<file path="src/rtl/quad_sr_latch_pkg.sv">
package quad_sr_latch_pkg;
  typedef enum logic [1:0] {
    ACT_HOLD = 2'd0,
    ACT_CLR  = 2'd1,
    ACT_SET  = 2'd2
  } bit_act_e;

  // data-low dominates the set request
  function automatic bit_act_e decode_act(logic en_n, logic d, logic set_n);
    if (en_n)       return ACT_HOLD;
    else if (!d)    return ACT_CLR;
    else if (!set_n) return ACT_SET;
    else            return ACT_HOLD;
  endfunction
endpackage

</file>
<file path="src/rtl/sr_act_decode.sv">
module sr_act_decode
  import quad_sr_latch_pkg::*;
#(
  parameter int WIDTH = 4
) (
  input  logic                  en_ni,
  input  logic [WIDTH-1:0]      d_i,
  input  logic [WIDTH-1:0]      set_ni,
  output bit_act_e [WIDTH-1:0]  act_o
);
  for (genvar g = 0; g < WIDTH; g++) begin : g_dec
    always_comb act_o[g] = decode_act(en_ni, d_i[g], set_ni[g]);
  end
endmodule

</file>
<file path="src/rtl/sr_bit_cell.sv">
module sr_bit_cell
  import quad_sr_latch_pkg::*;
(
  input  logic     clk_i,
  input  logic     rst_ni,
  input  bit_act_e act_i,
  output logic     q_o
);
  always_ff @(posedge clk_i or negedge rst_ni) begin
    if (!rst_ni) q_o <= 1'b0;
    else begin
      case (act_i)
        ACT_CLR: q_o <= 1'b0;
        ACT_SET: q_o <= 1'b1;
        default: q_o <= q_o;
      endcase
    end
  end

  always @(negedge clk_i) begin
    if (!rst_ni) assert_reset_low_R1: assert (q_o == 1'b0);
  end
endmodule

</file>
<file path="src/rtl/quad_sr_latch.sv">
module quad_sr_latch
  import quad_sr_latch_pkg::*;
#(
  parameter int WIDTH = 4
) (
  input  logic             clk_i,
  input  logic             rst_ni,
  input  logic             en_ni,
  input  logic [WIDTH-1:0] d_i,
  input  logic [WIDTH-1:0] set_ni,
  output logic [WIDTH-1:0] q_o
);
  bit_act_e [WIDTH-1:0] act;

  sr_act_decode #(.WIDTH(WIDTH)) u_dec (
    .en_ni (en_ni),
    .d_i   (d_i),
    .set_ni(set_ni),
    .act_o (act)
  );

  for (genvar g = 0; g < WIDTH; g++) begin : g_bit
    sr_bit_cell u_cell (
      .clk_i (clk_i),
      .rst_ni(rst_ni),
      .act_i (act[g]),
      .q_o   (q_o[g])
    );

    assert_clear_R3: assert property (@(posedge clk_i) disable iff (!rst_ni)
      (!en_ni && !d_i[g]) |=> !q_o[g]);
    assert_set_R4: assert property (@(posedge clk_i) disable iff (!rst_ni)
      (!en_ni && d_i[g] && !set_ni[g]) |=> q_o[g]);
    assert_keep_R5: assert property (@(posedge clk_i) disable iff (!rst_ni)
      (!en_ni && d_i[g] && set_ni[g]) |=> $stable(q_o[g]));
  end

  assert_disabled_hold_R2: assert property (@(posedge clk_i) disable iff (!rst_ni)
    en_ni |=> $stable(q_o));
endmodule

</file>
<file path="config.mk">
export PLATFORM = sky130hd
export DESIGN_NAME = quad_sr_latch
export DESIGN_NICKNAME = d
export VERILOG_FILES = /design/src/rtl/quad_sr_latch_pkg.sv /design/src/rtl/sr_act_decode.sv /design/src/rtl/sr_bit_cell.sv /design/src/rtl/quad_sr_latch.sv
export SDC_FILE = /design/constraint.sdc
export NUM_CORES = 1
export LEC_CHECK = 0
export BUFFER_PORTS_ARGS = -buffer_cell sky130_fd_sc_hd__buf_2
export CORE_AREA = 2 2 39 41
export DETAILED_ROUTE_END_ITERATION = 10
export DIE_AREA = 0 0 41 43
export RECOVER_POWER = 25
export SLEW_MARGIN = 0
export SYNTH_ARGS = -nofsm -noshare
export SYNTH_HDL_FRONTEND = slang
export SYNTH_SLANG_ARGS = --single-unit
</file>
<file path="constraint.sdc">
create_clock -name clk_i -period 1.1 [get_ports clk_i]
set_input_delay 0.055 -clock clk_i [delete_from_list [all_inputs] [get_ports clk_i]]
set_output_delay 0.055 -clock clk_i [all_outputs]
set_load 0.05 [all_outputs]
</file>
# Word level (Yosys, flattened, before mapping)
# Cells that the tools add are included.
dict set report totals {
  ff_bits 4
  latchBits 0
  mem_bits_rw 0
  rom_bits 0
  output_inout_bits 4
  word_cells 32
  memories 0
}
dict set report classes {
  n_addsub 0
  multipliers 0
  div_mod_pow 0
  magnitude_cmp 0
  eq_ne 8
  shift 0
  muxes 16
  bitwise 0
  n_reduce_logical 4
}
# cell count
set ops {}
lappend ops {{$mux W2} 12}
lappend ops {{$eq A2 B1 Y1 const B} 4}
lappend ops {{$eq A2 B2 Y1 const B} 4}
lappend ops {{$pmux W1 S2} 4}
lappend ops {{$reduce_bool A2 Y1} 4}

# Depth between registers and ports, before layout
# Gate-level depths: netlist (run 1).
dict set report logic_depth {
  word_depth 5
  depth_mapped 3
}

# Modules after synthesis
# Synthesis (run 1) repeated with hierarchy kept, for this count alone.
dict set report unflattened {
  hier_cells 25
  area_unflattened_um2 301.5
}
# module instances cells_each area_per_inst_um2 seq_area_each_um2
set modules_own_cells {}
lappend modules_own_cells {sr_bit_cell 4 4 56.3 25.0}
lappend modules_own_cells {sr_act_decode 1 9 76.3 0.0}

# Worst setup path before layout (run 1)
# OpenSTA, ideal clock, no wires.
dict set report synth_timing {
  path_type {input to register}
  start {in en_ni}
  end {reg g_bit[0].u_cell.q_o}
  setup_ns 0.125
  arrival_ns 0.854
  t_required_ns 0.975
  slack_ns 0.121
  path_stages 3
  cell_sequence {or2_1 -> ha_1 -> mux2_4}
}
dict set report synth_via {
  elab_chain_cells 3
  word_cells_on_any_way 5
  cone_classes {eq/ne (2); mux (2); reduce/logical (1)}
}
# item line
set synth_lines {}
lappend synth_lines {{start, declared} quad_sr_latch.sv:8} ;# input logic en_ni,
lappend synth_lines {{$mux W2 *} quad_sr_latch_pkg.sv:10} ;# if (en_n) return ACT_HOLD;
lappend synth_lines {{$eq A2 B2 Y1 / $eq A2 B1 Y1 (equally long branches)} sr_bit_cell.sv:12} ;# case (act_i)
lappend synth_lines {{$pmux W1 S2 / $reduce_bool A2 Y1 (equally long branches)} --}
lappend synth_lines {{end signal, assigned} sr_bit_cell.sv:15} ;# default: q_o <= q_o;
lappend synth_lines {{end, declared} sr_bit_cell.sv:7} ;# output logic q_o
# Every way passes the cells marked *; elsewhere a longest branch is shown, timed or not.
# A chain may end at the register's enable or synchronous reset.

# Worst setup path in the final report (run 1)
dict set report layout_timing {
  start {in en_ni}
  end {reg g_bit[1].u_cell.q_o}
}
dict set report layout_via {
  elab_chain_cells 3
  word_cells_on_any_way 5
  cone_classes {eq/ne (2); mux (2); reduce/logical (1)}
}
# item line
set layout_lines {}
lappend layout_lines {{$mux W2 *} quad_sr_latch_pkg.sv:10}
lappend layout_lines {{$eq A2 B2 Y1 / $eq A2 B1 Y1 (equally long branches)} sr_bit_cell.sv:12}
lappend layout_lines {{$pmux W1 S2 / $reduce_bool A2 Y1 (equally long branches)} --}
lappend layout_lines {{end signal, assigned} sr_bit_cell.sv:15}
lappend layout_lines {{end, declared} sr_bit_cell.sv:7}
# Marked as above.

==> impl_metrics.tcl, run 1 <==
set metrics [dict create \
    outcome "finished clean" \
    peakVddDrop_mv 0.2199 \
    cp_max_fo 8 \
    worst_setup_path_end_kind "flop" \
    async_flop_share 1.000 \
    yosysWarnings 0 \
    final_nets 55 \
    post-route-cell-area_um2 386.6 \
    relSlewSlack 0.8336 \
    diodes 0 \
    cts_root_buffer "clkbuf_4" \
    critPathKind "in2reg" \
    worst_pin_slew_ns 0.2513 \
    grt.total_usage 0.06734 \
    ios 15 \
    antenna_left 0 \
    area.growth.synth_to_final_pct 30.93 \
    dr.pass1.iters 1 \
    fp.dieH_um 43 \
    setup.worst_path.start_class "input pin" \
    setup_slack_ns 0.1820 \
    gp_congestion 0.5417 \
    die_x_um 41 \
    cts_tree "yes" \
    report.final.slew_viol_count 0 \
    cts.clk_slew.worst_paths_ns 0.04 \
    drt-total-wl_um 489 \
    synth-edff-count 0 \
    dp.cells 50 \
    synth_top_area_frac 0.3390 \
    synth_cell_types 6 \
    power_density_nw_per_um2 1234 \
    core_area_um2 1384 \
    min_period_over_period 0.8345 \
    min_path_type "in2async" \
    top_regs "g_bit.u_cell.q_o: 4 flops" \
    drt_iter0_drc 0 \
    htree_levels 1 \
    drv_cap 0 \
    grt_pass1_vias 207 \
    cts.sinks 4 \
    largest_reg_flops 4 \
    ys_seq_area_frac 0.3390 \
    vias_per_cell 3.926 \
    synth_area_leaders "dfrtp_1 34%, mux2_4 20%, ha_1 17%" \
    dieArea_um2 1763 \
    port_buffers 14 \
    drive_above_1_share 0.5263 \
    hold_viol_final 0 \
    stdcell_count 54 \
    synthFlopType "dfrtp_1" \
    grt_pass1_wl_um 759 \
    drc 0 \
    hpwl_um 407.1 \
    rows 14 \
    antenna_found_initial 0 \
    avgSynthCellArea_um2 12.30 \
    largest_register "g_bit.u_cell.q_o" \
    setup_violations 0 \
    grt_overflow 0 \
    fmaxAchievable_mhz 1089 \
    post_drt_wl_per_cell_um 9.056 \
    placed_area_um2 355.3 \
    cts_buffers 3 \
    ys_ff_latch 4 \
    rsz0062_at_grt "false" \
    syn_inst 24 \
    grt_max_degree 9 \
    synth_top_area_cell "dfrtp_1" \
    period_needed_ns 0.9180 \
    cts_setup_buffers 0 \
    tns_ns 0 \
    insertion_delay_ns 0.23 \
    arrival_ns 1.03 \
    cp_data_required_time_ns 1.21 \
    p_leak_nw 0.2075 \
    dp_slack_ns -0.06379 \
    cts_buffer_depth 2 \
    synth_nets 39 \
    syn_area_um2 295.3 \
    vias 212 \
    hold_ws_ns 0.1809 \
    fin_skew_ns 0 \
    start_util 0.2134 \
]
cell type report:
cell class                 instances  area, um^2
clock buffer                       3       22.52
fill                             153       997.2
multi-input combinational         16       165.2
sequential                         4       100.1
tap                               16       20.02
timing repair buffer              15       78.83
final timing paths:
check	startpoint	end	slack (ns)	cells past startpoint
setup / recovery	en_ni	g_bit[1].u_cell.q_o$_DFFE_PN0P_	0.18	4
hold / removal	rst_ni	g_bit[0].u_cell.q_o$_DFFE_PN0P_	0.18	2
setup reg to reg	g_bit[3].u_cell.q_o$_DFFE_PN0P_	g_bit[3].u_cell.q_o$_DFFE_PN0P_	0.36	1
hold reg to reg	g_bit[0].u_cell.q_o$_DFFE_PN0P_	g_bit[0].u_cell.q_o$_DFFE_PN0P_	0.50	1
max in group asynchronous	rst_ni	g_bit[2].u_cell.q_o$_DFFE_PN0P_	0.73	2
min in group clk_i	d_i[0]	g_bit[0].u_cell.q_o$_DFFE_PN0P_	0.28	4
cells by family (layout without fill, tap and decap cells):
| group | Yosys count | count (layout) | share of synthesized area |
|---|---|---|---|
| and+or+nand+nor | 8 | 8 | 0.1864 |
| adders and majority gates | 4 | 4 | 0.1695 |
| buffers and inverters | 4 | 18 | 0.1017 |
| muxes | 4 | 4 | 0.2034 |
| DFF | 4 | 4 | 0.3390 |
critical path, cell delays in order:
cell and delay, ns:
buf_2 0.14, or2_1 0.23, ha_1 0.31, mux2_4 0.29
per-layer routing:
metal  routed length (um)  track usage  vias to the layer above
li1                     -            -                      108
met1                  219      0.08065                       94
met2                  213      0.08438                       10
met3                   56            0                        0
met4                    0       0.1000                        0
met5                    0            0                        -
placed cells by master (no fill, tap or decap):
master and count:
buf_2 13, clkbuf_1 1, clkbuf_4 3, dfrtp_1 4, dlygate4sd3_1 1, ha_1 4
mux2_4 4, nor3b_1 4, or2_1 4
power by group:
part	switching [mW]	leakage, nW	internal [mW]
combinational	0.0733	0.139	0.0556
clock	0.0602	0.0138	0.122
sequential	0.00580	0.0544	0.160
through the flow:
step | power [mW] | util
finish | 0.4770 | 0.2794
global route | 0.5050 | 0.2794
CTS | 0.4920 | 0.2803
detailed placement | 0.2963 | 0.2568
global placement | 0.2939 | 0.2568
floorplan | 0.2731 | -
timing repair:
| item | 4_1_cts | 5_1_grt |
|---|---|---|
| gates resized for setup | 0 | 0 |
| hold buffers | 1 | 0 |
| endpoints found under the hold margin | 4 | 0 |
No activity file was read; power rests on OpenSTA's default activity.
==> run 2, diff against run 1 <==
clock period = 0.95 ns   (was 1.1 ns; I/O delays follow)
==> run 2 against run 1 <==
Power is 16% higher. Final area did not move. Global-route usage is 0.38 points higher. Die area unchanged. Cell count unchanged. Utilization is the same. First-iteration DRC count unchanged. Via count is 2.4% lower. Largest cell class unchanged. Highest routed layer is now met4.
==> impl_metrics.tcl, run 2 (same netlist as run 1, synthesis figures left out) <==
set metrics [dict create \
    cts_buffers 3 \
    area.growth.synth_to_final_pct 30.93 \
    port_buffers 14 \
    period_needed_ns 0.8918 \
    drv_cap 0 \
    ios 15 \
    die_x_um 41 \
    min_path_type "in2async" \
    vias 207 \
    largest_reg_flops 4 \
    gp_congestion 0.5298 \
    post_drt_wl_per_cell_um 9.019 \
    worst_setup_path_end_kind "flop" \
    cts.clk_slew.worst_paths_ns 0.04 \
    fin_skew_ns 0 \
    core_area_um2 1384 \
    slowest_delay_ns 0.29 \
    hpwl_um 404.1 \
    critical_path.slowest_cell "ha_1" \
    setup_violations 0 \
    p_leak_nw 0.2076 \
    placed_area_um2 355.3 \
    drt_iter0_drc 0 \
    arrival_ns 1.01 \
    cp_data_required_time_ns 1.07 \
    dr.pass1.iters 1 \
    grt.total_usage 0.07114 \
    grt_pass1_vias 200 \
    cts_setup_buffers 0 \
    report.final.slew_viol_count 0 \
    htree_levels 1 \
    cts.sinks 4 \
    cts_tree "yes" \
    drc 0 \
    grt_pass1_wl_um 765 \
    min_period_over_period 0.9387 \
    cts_resized 0 \
    dieArea_um2 1763 \
    antenna_found_initial 0 \
    diodes 0 \
    top_regs "g_bit.u_cell.q_o: 4 flops" \
    dp_slack_ns -0.1823 \
    post-route-cell-area_um2 386.6 \
    fmaxAchievable_mhz 1121 \
    setup_slack_ns 0.05824 \
    vias_per_cell 3.833 \
    outcome "finished clean" \
    fp.dieH_um 43 \
    antenna_left 0 \
    hold_viol_final 0 \
    peakVddDrop_mv 0.3135 \
    crit_path_cell_trace "buf_2 > or2_1 > ha_1 > mux2_4" \
    hold_ws_ns 0.1715 \
    fillCellCount 153 \
    drt-total-wl_um 487 \
    cts_root_buffer "clkbuf_4" \
    largest_register "g_bit.u_cell.q_o" \
    cp_max_fo 8 \
    grt_max_degree 9 \
    final_common_cell "buf_2" \
    power_density_nw_per_um2 1433 \
    drive_above_1_share 0.5263 \
    grt_overflow 0 \
    rsz0062_at_grt "false" \
    critPathKind "in2reg" \
    insertion_delay_ns 0.23 \
    final_nets 55 \
    relSlewSlack 0.8351 \
    worst_pin_slew_ns 0.2491 \
    start_util 0.2134 \
    cts_buffer_depth 2 \
    rows 14 \
    setup.worst_path.start_class "input pin" \
]
==> run 2: cell counts in the layout (fill, tap and decap cells not counted) <==
Identical to the previous run, type by type.
==> run 2: where the power goes <==
group / internal (mW) / switching [mW] / total [mW]
Clock: 0.141 / 0.0710 / 0.212
Sequential: 0.185 / 0.00696 / 0.192
Combinational: 0.0645 / 0.0849 / 0.149
Total: 0.391 / 0.163 / 0.554
==> run 2: area by class of cell <==
cell class	count	area (um^2)	area share
Multi-Input combinational cell	16	165.2	0.4272
Clock buffer	3	22.52	0.05825
Timing Repair Buffer	15	78.83	0.2039
Tap cell	16	20.02	0.05178
Sequential cell	4	100.1	0.2589
==> run 2: metal layers <==
| layer | vias up | share of wire | GRT usage |
|---|---|---|---|
| met5 | - | 0 | 0 |
| met4 | 0 | 0.039 | 0.1000 |
| met3 | 2 | 0.10 | 0.01571 |
| met2 | 12 | 0.37 | 0.07500 |
| met1 | 84 | 0.49 | 0.09265 |
| li1 | 109 | - | - |
==> run 2: stage by stage <==
stage	cells	power (mW)	TNS [ns]	util
2_1_floorplan	24	0.3162	-0.007770	-
3_5_place_dp	50	0.3428	-0.6984	0.2568
6_report	54	0.5540	0	0.2794
5_1_grt	54	0.5958	0	0.2794
4_1_cts	54	0.5672	0	0.2803
3_3_place_gp	50	0.3405	-0.6552	0.2568
==> run 2: critical path, delay by kind of cell <==
family	cells	cell delay [ns]
mux	1	0.29
simple gates	1	0.23
buf+inv	1	0.14
fa+ha+maj	1	0.29
==> run 2: path summary, 6_finish.rpt <==
kind	start	endpoint	slack (ns)	cells past startpoint
min in group clk_i	d_i[1]	g_bit[1].u_cell.q_o$_DFFE_PN0P_	0.27	4
max in group asynchronous	rst_ni	g_bit[2].u_cell.q_o$_DFFE_PN0P_	0.58	2
min	rst_ni	g_bit[3].u_cell.q_o$_DFFE_PN0P_	0.17	2
max reg2reg	g_bit[0].u_cell.q_o$_DFFE_PN0P_	g_bit[0].u_cell.q_o$_DFFE_PN0P_	0.21	1
max	en_ni	g_bit[3].u_cell.q_o$_DFFE_PN0P_	0.06	4
min reg2reg	g_bit[3].u_cell.q_o$_DFFE_PN0P_	g_bit[3].u_cell.q_o$_DFFE_PN0P_	0.50	1
==> run 2: timing repair <==
| item | 4_1_cts | 5_1_grt |
|---|---|---|
| endpoints found under the setup margin | 0 | 0 |
| hold buffers | 1 | 0 |
| hold endpoints to repair | 4 | 0 |
==> run 3, diff against run 2 <==
GPL_TIMING_DRIVEN = 0   (was unset)
PLACE_DENSITY = 0.5   (was unset)
==> run 3 against run 2 <==
Power grew 9.9%. Via count grew 19%. Flip-flop and latch count is the same. Sequential share of layout area shrank 4.7 points. Die area is the same. Register-to-register slack lost 0.12 ns. Final area grew 22%. Maximum frequency shrank 2.9%. Critical path type is now reg2out.
==> impl_metrics.tcl, run 3 (same netlist as run 1, synthesis figures left out) <==
set metrics [dict create \
    cts_root_buffer "clkbuf_4" \
    arrival_ns 0.87 \
    vias 247 \
    vias_per_cell 4.049 \
    drt-total-wl_um 477 \
    dr.pass1.iters 1 \
    power_density_nw_per_um2 1291 \
    fin_skew_ns 0 \
    ios 15 \
    drc 0 \
    drive_above_1_share 0.6000 \
    report.final.slew_viol_count 0 \
    drt_iter0_drc 0 \
    final_common_cell "buf_2" \
    final_util 0.3409 \
    post_drt_wl_per_cell_um 7.820 \
    cp_data_required_time_ns 0.90 \
    largest_reg_flops 4 \
    cts_tree "yes" \
    setup_violations 0 \
    grt_overflow 0 \
    hold_viol_final 0 \
    die_x_um 41 \
    final_cell_mix "9 x buf_2, 6 x buf_4" \
    start_util 0.2134 \
    fp.dieH_um 43 \
    period_needed_ns 0.9187 \
    setup.worst_path.start_class "flop" \
    peakVddDrop_mv 0.3413 \
    antenna_left 0 \
    insertion_delay_ns 0.23 \
    fmaxAchievable_mhz 1089 \
    largest_register "g_bit.u_cell.q_o" \
    cp_max_fo 2 \
    gp_congestion 0.6033 \
    top_regs "g_bit.u_cell.q_o: 4 flops" \
    diodes 0 \
    antenna_found_initial 0 \
    setup_slack_ns 0.03135 \
    cts.clk_slew.worst_paths_ns 0.04 \
    grt_max_degree 9 \
    grt_pass1_vias 198 \
    final_nets 62 \
    htree_levels 1 \
    grt.total_usage 0.07553 \
    dieArea_um2 1763 \
    min_path_type "in2async" \
    critPathKind "reg2out" \
    cts_buffer_depth 2 \
    fillCellCount 141 \
    outcome "finished clean" \
    area.growth.synth_to_final_pct 59.75 \
    min_period_over_period 0.9670 \
    worst_setup_path_end_kind "primary output" \
    relSlewSlack 0.8640 \
    cts.sinks 4 \
    core_area_um2 1384 \
    cts_buffers 3 \
    grt_pass1_wl_um 772 \
    dp_slack_ns -0.1783 \
    rsz0062_at_grt "true" \
    p_leak_nw 0.2503 \
    rows 14 \
    port_buffers 14 \
    drv_cap 0 \
    worst_pin_slew_ns 0.2035 \
]
-- run 3: report_power, final --
part           switching, mW  internal, mW
Combinational         0.0942         0.115
Sequential           0.00717         0.185
Clock                 0.0661         0.141
Total                  0.167         0.441
-- run 3: cell type report --
| cell class | count | area, um^2 | share of cell area |
|---|---|---|---|
| buffer | 4 | 33.78 | 0.07162 |
| multi-input combinational | 16 | 165.2 | 0.3501 |
| tap | 16 | 20.02 | 0.04244 |
| timing repair buffer | 18 | 130.1 | 0.2759 |
| clock buffer | 3 | 22.52 | 0.04775 |
| sequential | 4 | 100.1 | 0.2122 |
-- run 3: layer usage --
layer | wire length, um | GRT usage | share of wire
met1 | 210 | 0.08442 | 0.44
met2 | 196 | 0.07813 | 0.41
met3 | 32 | 0.03141 | 0.067
met4 | 38 | 0.1200 | 0.080
met5 | 0 | 0 | 0
-- run 3: worst max-delay path: stages (launching register included) --
cell     delay [ns]
dfrtp_1        0.36
buf_4          0.13
buf_6          0.14
-- run 3: path summary, 6_finish.rpt --
check | depth (start not counted) | start | end | slack [ns]
min in group clk_i | 4 | d_i[1] | g_bit[1].u_cell.q_o$_DFFE_PN0P_ | 0.27
max in group asynchronous | 2 | rst_ni | g_bit[2].u_cell.q_o$_DFFE_PN0P_ | 0.59
worst min register to register | 1 | g_bit[0].u_cell.q_o$_DFFE_PN0P_ | g_bit[0].u_cell.q_o$_DFFE_PN0P_ | 0.53
worst max-delay path | 2 | g_bit[1].u_cell.q_o$_DFFE_PN0P_ | q_o[1] | 0.03
worst max register to register | 2 | g_bit[1].u_cell.q_o$_DFFE_PN0P_ | g_bit[1].u_cell.q_o$_DFFE_PN0P_ | 0.09
worst min-delay path | 2 | rst_ni | g_bit[0].u_cell.q_o$_DFFE_PN0P_ | 0.19
-- run 3: repair_timing --
| item | CTS | global route |
|---|---|---|
| endpoints found under the setup margin | 4 | 4 |
| pin swaps | 0 | 0 |
| endpoints found under the hold margin | 4 | 0 |
| hold buffers | 1 | 0 |
| gates resized for setup | 8 | 2 |
| buffers inserted | 0 | 3 |
-- run 3: stage by stage --
stage                      TNS (ns)  total power, mW  cell area [um^2]  std cells  hold slack (ns)
final                             0           0.6088             471.7         61           0.1851
after global routing      -0.005156           0.6561             471.7         61           0.1837
after CTS                         0           0.6032             442.9         58           0.1531
after detailed placement    -0.6941           0.3599             385.4         54          -0.1460
after global placement      -0.6870           0.3592             385.4         54          -0.1453
after floorplan           -0.007770           0.3162             295.3         24          -0.2481
